[src/rtl/pau_pkg.sv]
package pau_pkg;
  typedef enum logic [2:0] {
    AM_PLAIN   = 3'd0,
    AM_POSTINC = 3'd1,
    AM_POSTDEC = 3'd2,
    AM_OFFSET  = 3'd3,
    AM_PREMOD  = 3'd4,
    AM_POSTIDX = 3'd5,
    AM_IDXOFF  = 3'd6,
    AM_RSVD    = 3'd7
  } amode_e;
endpackage

[src/rtl/pau_lane.sv]
// Combinational address and next-pointer generation for one lane.
module pau_lane
  import pau_pkg::*;
#(
  parameter int PAGE_W = 7,
  parameter int OFS_W  = 16,
  localparam int AW    = PAGE_W + OFS_W
) (
  input  logic [AW-1:0]    ptr_i,
  input  amode_e           mode_i,
  input  logic             long_i,
  input  logic [OFS_W-1:0] k_i,
  input  logic [OFS_W-1:0] idx_i,
  output logic [AW-1:0]    addr_o,
  output logic [AW-1:0]    nxt_o,
  output logic             upd_o
);
  logic [PAGE_W-1:0] page;
  logic [OFS_W-1:0]  ofs, step, sum_k, sum_t, eff, nxt;

  always_comb begin
    page  = ptr_i[AW-1:OFS_W];
    ofs   = ptr_i[OFS_W-1:0];
    step  = long_i ? OFS_W'(2) : OFS_W'(1);
    sum_k = ofs + k_i;
    sum_t = ofs + idx_i;
    eff   = ofs;
    nxt   = ofs;
    upd_o = 1'b0;
    unique case (mode_i)
      AM_POSTINC: begin nxt = ofs + step; upd_o = 1'b1; end
      AM_POSTDEC: begin nxt = ofs - step; upd_o = 1'b1; end
      AM_OFFSET:  eff = sum_k;
      AM_PREMOD:  begin eff = sum_k; nxt = sum_k; upd_o = 1'b1; end
      AM_POSTIDX: begin nxt = sum_t; upd_o = 1'b1; end
      AM_IDXOFF:  eff = sum_t;
      default:    ;
    endcase
    addr_o = {page, eff};
    nxt_o  = {page, nxt};
  end
endmodule

[src/rtl/pau_ptr_bank.sv]
// Pointer register file: load port has priority over lane A, lane A over lane B.
module pau_ptr_bank #(
  parameter int NPTR   = 9,
  parameter int PAGE_W = 7,
  parameter int OFS_W  = 16,
  parameter int SEL_W  = 4,
  localparam int AW    = PAGE_W + OFS_W
) (
  input  logic                      clk,
  input  logic                      rst,
  input  logic                      ld_en,
  input  logic [SEL_W-1:0]          ld_sel,
  input  logic [AW-1:0]             ld_val,
  input  logic                      wa_en,
  input  logic [SEL_W-1:0]          wa_sel,
  input  logic [AW-1:0]             wa_val,
  input  logic                      wb_en,
  input  logic [SEL_W-1:0]          wb_sel,
  input  logic [AW-1:0]             wb_val,
  output logic [NPTR-1:0][AW-1:0]   ptrs_o
);
  for (genvar g = 0; g < NPTR; g++) begin : g_ptr
    logic ld_hit, wa_hit, wb_hit;
    assign ld_hit = ld_en && (int'(ld_sel) == g);
    assign wa_hit = wa_en && (int'(wa_sel) == g);
    assign wb_hit = wb_en && (int'(wb_sel) == g);

    always_ff @(posedge clk) begin
      if (rst)         ptrs_o[g] <= '0;
      else if (ld_hit) ptrs_o[g] <= ld_val;
      else if (wa_hit) ptrs_o[g] <= wa_val;
      else if (wb_hit) ptrs_o[g] <= wb_val;
    end

    assert_load_R2: assert property (@(posedge clk) disable iff (rst)
      (!$past(rst) && $past(ld_hit)) |-> ptrs_o[g] == $past(ld_val));

    assert_page_kept_R9: assert property (@(posedge clk) disable iff (rst)
      (!$past(rst) && $past(!ld_hit && (wa_hit || wb_hit)))
        |-> ptrs_o[g][AW-1:OFS_W] == $past(ptrs_o[g][AW-1:OFS_W]));
  end
endmodule

[src/rtl/ptr_addr_unit.sv]
module ptr_addr_unit
  import pau_pkg::*;
#(
  parameter int N_AUX  = 8,
  parameter int PAGE_W = 7,
  parameter int OFS_W  = 16,
  localparam int NPTR  = N_AUX + 1,
  localparam int SEL_W = $clog2(NPTR),
  localparam int AW    = PAGE_W + OFS_W
) (
  input  logic             clk,
  input  logic             rst,
  input  logic             ld_en,
  input  logic [SEL_W-1:0] ld_sel,
  input  logic [AW-1:0]    ld_val,
  input  logic             acc_en,
  input  logic [SEL_W-1:0] acc_sel,
  input  logic [2:0]       acc_mode,
  input  logic             acc_long,
  input  logic             acc_io,
  input  logic [OFS_W-1:0] acc_k,
  input  logic             acc_tsel,
  input  logic [OFS_W-1:0] t0,
  input  logic [OFS_W-1:0] t1,
  input  logic             dual_en,
  input  logic [SEL_W-1:0] dual_sel,
  input  logic [2:0]       dual_mode,
  output logic [AW-1:0]    addr_a,
  output logic [AW-1:0]    addr_b,
  output logic             vld_a,
  output logic             vld_b,
  output logic             io_fault
);
  logic [NPTR-1:0][AW-1:0] ptrs;
  logic [SEL_W-1:0] l_sel  [2];
  logic [2:0]       l_mode [2];
  logic [AW-1:0]    l_ptr  [2];
  logic [AW-1:0]    l_addr [2];
  logic [AW-1:0]    l_nxt  [2];
  logic             l_upd  [2];
  logic [OFS_W-1:0] idx;
  logic             wa_en, wb_en;

  assign l_sel[0]  = acc_sel;
  assign l_sel[1]  = dual_sel;
  assign l_mode[0] = acc_mode;
  assign l_mode[1] = dual_mode;
  assign idx       = acc_tsel ? t1 : t0;

  for (genvar l = 0; l < 2; l++) begin : g_lane
    assign l_ptr[l] = (int'(l_sel[l]) < NPTR) ? ptrs[l_sel[l]] : '0;
    pau_lane #(.PAGE_W(PAGE_W), .OFS_W(OFS_W)) u_lane (
      .ptr_i  (l_ptr[l]),
      .mode_i (amode_e'(l_mode[l])),
      .long_i (acc_long),
      .k_i    (acc_k),
      .idx_i  (idx),
      .addr_o (l_addr[l]),
      .nxt_o  (l_nxt[l]),
      .upd_o  (l_upd[l])
    );
  end

  assign wa_en = acc_en && l_upd[0] && (int'(acc_sel) < NPTR);
  assign wb_en = acc_en && dual_en && l_upd[1] && (int'(dual_sel) < NPTR)
                 && (dual_sel != acc_sel);

  pau_ptr_bank #(.NPTR(NPTR), .PAGE_W(PAGE_W), .OFS_W(OFS_W), .SEL_W(SEL_W)) u_bank (
    .clk    (clk),
    .rst    (rst),
    .ld_en  (ld_en),
    .ld_sel (ld_sel),
    .ld_val (ld_val),
    .wa_en  (wa_en),
    .wa_sel (acc_sel),
    .wa_val (l_nxt[0]),
    .wb_en  (wb_en),
    .wb_sel (dual_sel),
    .wb_val (l_nxt[1]),
    .ptrs_o (ptrs)
  );

  always_ff @(posedge clk) begin
    if (rst) begin
      addr_a   <= '0;
      addr_b   <= '0;
      vld_a    <= 1'b0;
      vld_b    <= 1'b0;
      io_fault <= 1'b0;
    end else begin
      addr_a   <= acc_io ? {{PAGE_W{1'b0}}, l_addr[0][OFS_W-1:0]} : l_addr[0];
      addr_b   <= acc_io ? {{PAGE_W{1'b0}}, l_addr[1][OFS_W-1:0]} : l_addr[1];
      vld_a    <= acc_en;
      vld_b    <= acc_en && dual_en;
      io_fault <= acc_en && acc_io &&
                  ((|l_ptr[0][AW-1:OFS_W]) || (dual_en && (|l_ptr[1][AW-1:OFS_W])));
    end
  end

  assert_io_page_zero_R12: assert property (@(posedge clk) disable iff (rst)
    (!$past(rst) && $past(acc_en && acc_io))
      |-> (addr_a[AW-1:OFS_W] == '0 && (!vld_b || addr_b[AW-1:OFS_W] == '0)));

  assert_vld_b_dual_R10: assert property (@(posedge clk) disable iff (rst)
    vld_b |-> (vld_a && $past(dual_en)));

  assert_postinc_step_R4: assert property (@(posedge clk) disable iff (rst)
    (!$past(rst) && $past(acc_en && acc_mode == 3'd1 && int'(acc_sel) < NPTR
                          && !(ld_en && ld_sel == acc_sel)))
      |-> ((ptrs[$past(acc_sel)][OFS_W-1:0] - $past(l_addr[0][OFS_W-1:0]))
           == ($past(acc_long) ? OFS_W'(2) : OFS_W'(1))));
endmodule

[config.mk]
export PLATFORM = sky130hd
export DESIGN_NAME = ptr_addr_unit
export DESIGN_NICKNAME = d
export VERILOG_FILES = /design/src/rtl/pau_pkg.sv /design/src/rtl/pau_lane.sv /design/src/rtl/pau_ptr_bank.sv /design/src/rtl/ptr_addr_unit.sv
export SDC_FILE = /design/constraint.sdc
export NUM_CORES = 1
export LEC_CHECK = 0
export CAP_MARGIN = 15
export CELL_PAD_IN_SITES_DETAIL_PLACEMENT = 0
export CELL_PAD_IN_SITES_GLOBAL_PLACEMENT = 1
export CORE_ASPECT_RATIO = 0.8
export CORE_UTILIZATION = 49
export DETAILED_ROUTE_END_ITERATION = 7
export PLACE_DENSITY = 0.95
export SETUP_SLACK_MARGIN = 0.5
export SYNTH_ARGS = -nofsm -noshare
export SYNTH_HDL_FRONTEND = slang
export SYNTH_SLANG_ARGS = --single-unit
[constraint.sdc]
create_clock -name clk -period 11.5 [get_ports clk]
set_input_delay 1.725 -clock clk [delete_from_list [all_inputs] [get_ports clk]]
set_output_delay 1.725 -clock clk [all_outputs]
set_load 0.02 [all_outputs]
==> summary.txt <==
Yosys
  • EDFF count, synth: 0
  • Top_reg_cell synth: dfxtp_1
  • Seq/Total Area, Yosys: 0.236
  • Syn Area/Cell: 7.75 µm²
  • Synthesized instance count: 2797
  • Post-Synthesis Cell Area: 21700 µm²
  • Netlist cell types: 105
  • Post-synthesis async set-or-reset flop share: 0
  • Flops & latches, synth: 256
  • Mapped Nets: 2990
  • Yosys warnings: 0

STA
  • Worst-Margin Slew: 1.34 ns
  • Setup TNS Final: 0 ns
  • Hold slack: 0.469 ns
  • Final Setup Violations: 0
  • Highest clock rate: 137 MHz
  • Setup ws final: 4.19 ns
  • Fin. Hold Viols: 0
  • RSZ-0062 raised after global routing: false
  • Minimum clock period: 7.31 ns
  • Rel. slew slack: 0.104
  • Fin crit share: 0.636
  • Fin Clk Skew: 0.0289 ns
  • Slew Limit Fails: 0

Run status
  • Status: complete, no violations

Critical path
  • Crit path capture: u_bank.ptrs_o[129]
  • Arrival @ worst endpoint: 7.81 ns
  • Worst reg2reg path depth: 16
  • Slowest library cell on the worst path: a211oi_1
  • Critical path buffers and inverters: 4
  • Cell family with most CP delay: compound AO/OA/AOI/OAI gates
  • Path type of the worst setup path: in2reg
  • Reg2Reg Setup Slack: 6.23 ns
  • CP startpoint kind: input port
  • Worst flop-to-flop path startpoint: u_bank.ptrs_o[55]
  • Slowest Stage Delay on Critical Path: 0.76 ns
  • Worst Path Required: 12.00 ns
  • Critical-path cell list: clkdlybuf4s50_1 -> inv_1 -> nor3_4 -> buf_4 -> a22oi_1 -> o21ai_0 -> buf_4 -> ha_1 -> a21o_1 -> a41oi_1 -> nor4bb_1 -> nor2_1 -> o22ai_1 -> xnor2_1 -> o22ai_1 -> a211oi_1 -> nand2_1 -> a211oi_1
  • CP Depth: 18
  • Critical Path Start: dual_sel[3]
  • Crit-path max FO: 13
  • RR Endpoint: u_bank.ptrs_o[130]
  • CP Capture Type: flop

Global route
  • Total gr overflow: 0
  • First-pass GRT wire length: 147 mm
  • Number of global-route vias before repair: 22800
  • Pin count of the biggest net entering global routing: 71
  • Gr usage total: 0.437
  • Initial antenna violation count: 4

Layout
  • Most frequent cells in the layout: nand2_1 (385), nor2_1 (344), dfxtp_1 (256), a21oi_1 (220), o21ai_0 (157)
  • Final Non-Filler Cells: 3408
  • Fin util: 0.566
  • Nets: 3016
  • Area grow syn2layout: 13.2%
  • Fin area: 24500 µm²
  • Commonest non-fill, non-tap cell in the layout: nand2_1
  • Layout cells sized above 1: 0.113

Drt
  • Met3 WL: 17.1 mm
  • DR vias/cell: 7.28
  • Initial DRC count: 4121
  • Per-cell routed wire length: 29.7 µm
  • Highest metal used: met4
  • DRT Pass-1 Iters: 6
  • DR vias: 24800
  • DR WL met2: 39.8 mm
  • Met1 WL: 39.0 mm
  • Routed WL: 101 mm
  • DRT antenna net count: 0
  • # DRC: 0

Placed design
  • Worst slack, placed: 3.67 ns
  • Final RePlAce weighted congestion: 1.06
  • IO Port Bufs: 145
  • Post-DP Area: 23400 µm²
  • DP Cell Count: 3348
  • Post-DP HPWL: 69.6 mm

Clock tree
  • CTS tree: built
  • CTS-repair resized insts: 0
  • Root Buffer: clkbuf_16
  • H-tree depth: 1
  • Setup bufs post-CTS: 0
  • CTS Hold Buffers Added: 0
  • Clk sink count: 256
  • Maximum root-to-sink buffer count: 3
  • Clock latency at the later pin of the worst-skew pair: 0.61 ns
  • CTS Buf Count: 30
  • CTS clk-pin slew, worst paths: 0.07 ns

Floorplan
  • Die area: 45100 µm²
  • Starting Density: 0.499
  • Core box area: 43400 µm²
  • Die Width: 237 µm
  • Die Y-Extent: 190 µm
  • IO Count: 146
  • Site row count: 68

Power and ir drop
  • Tot Pwr: 2.72 mW
  • Worst ir drop on vdd: 0.000108 V
  • Pleak: 9.24 nW
  • Power per Cell Area: 111 nW/µm²

Min path
  • HP Class: reg2reg

Job
  • Max cap viols: 0
-- synthesized netlist by cell type (31+ instances only) --
cell type  count  area share
a311oi_1      43       0.017
clkbuf_1     147       0.025
xnor2_1       47       0.019
o22ai_1       52       0.015
nor3_1        52       0.012
a21oi_1      220       0.051
and3_1        31      0.0089
nand2_1      389       0.067
buf_2         43      0.0099
inv_1         55      0.0095
ha_1          90       0.052
dfxtp_1      256        0.24
mux4_2        90       0.094
a22oi_1       39       0.014
nand3_1       55       0.013
nor2_1       348       0.060
o21ai_0      159       0.037
a211oi_1      86       0.030
o211ai_1      60       0.021
-- final cells by class --
cell class	instances	area [µm²]
inverters	58	218
flip-flops and latches	256	5120
repair buffers	221	2020
well taps	560	701
multi-input cells	2256	15400
diodes	3	7.51
clock buffers	37	828
fillers	3959	18800
clock inverters	17	277
-- state kept, by name, indices dropped and copies added, names as in the netlist --
signal	count
addr_a	23
addr_b	23
io_fault	1
u_bank.ptrs_o	207
vld_a	1
vld_b	1
-- worst min-delay path by stage --
stage / startpoint / endpoint / slack [ns] / depth (start not counted)
after detailed placement: u_bank.ptrs_o[43] / u_bank.ptrs_o[43] / 0.46 / 2
final: u_bank.ptrs_o[62] / u_bank.ptrs_o[62] / 0.47 / 2
after global placement: u_bank.ptrs_o[45] / u_bank.ptrs_o[45] / 0.45 / 2
after global routing: u_bank.ptrs_o[71] / u_bank.ptrs_o[71] / 0.48 / 2
after CTS: u_bank.ptrs_o[62] / u_bank.ptrs_o[62] / 0.47 / 2
after floorplan: u_bank.ptrs_o[71] / u_bank.ptrs_o[71] / 0.44 / 2
-- report_power, final --
group          leakage, nW  switching, mW  internal, mW
Sequential            2.08         0.0230         0.920
Combinational         6.63          0.436         0.235
Clock                0.533          0.455         0.652
Total                 9.24          0.914          1.81
-- tightest hold or removal path: cells and delay by family (launching register included) --
family	cells	cell delay, ns
flip-flops	1	0.31
AND/OR/NAND/NOR	1	0.05
AO/OA/AOI/OAI	1	0.05
-- logic make-up after synthesis --
family                   count (synthesis)  synth area share
AND/OR/NAND/NOR                       1008             0.204
multiplexers                           140             0.118
flip-flops                             256             0.236
adder cells (fa/ha/maj)                 96            0.0575
buffers and inverters                  285            0.0569
AO/OA/AOI/OAI                          941             0.298
XOR/XNOR                                71            0.0287
-- layer usage --
| metal | GRT usage | vias to the layer above |
|---|---|---|
| li1 | - | 10500 |
| met1 | 0.585 | 11800 |
| met2 | 0.601 | 2111 |
| met3 | 0.184 | 420 |
| met4 | 0.204 | 0 |
| met5 | 0 | - |
Note: power is estimated with default switching activity, not from simulation.
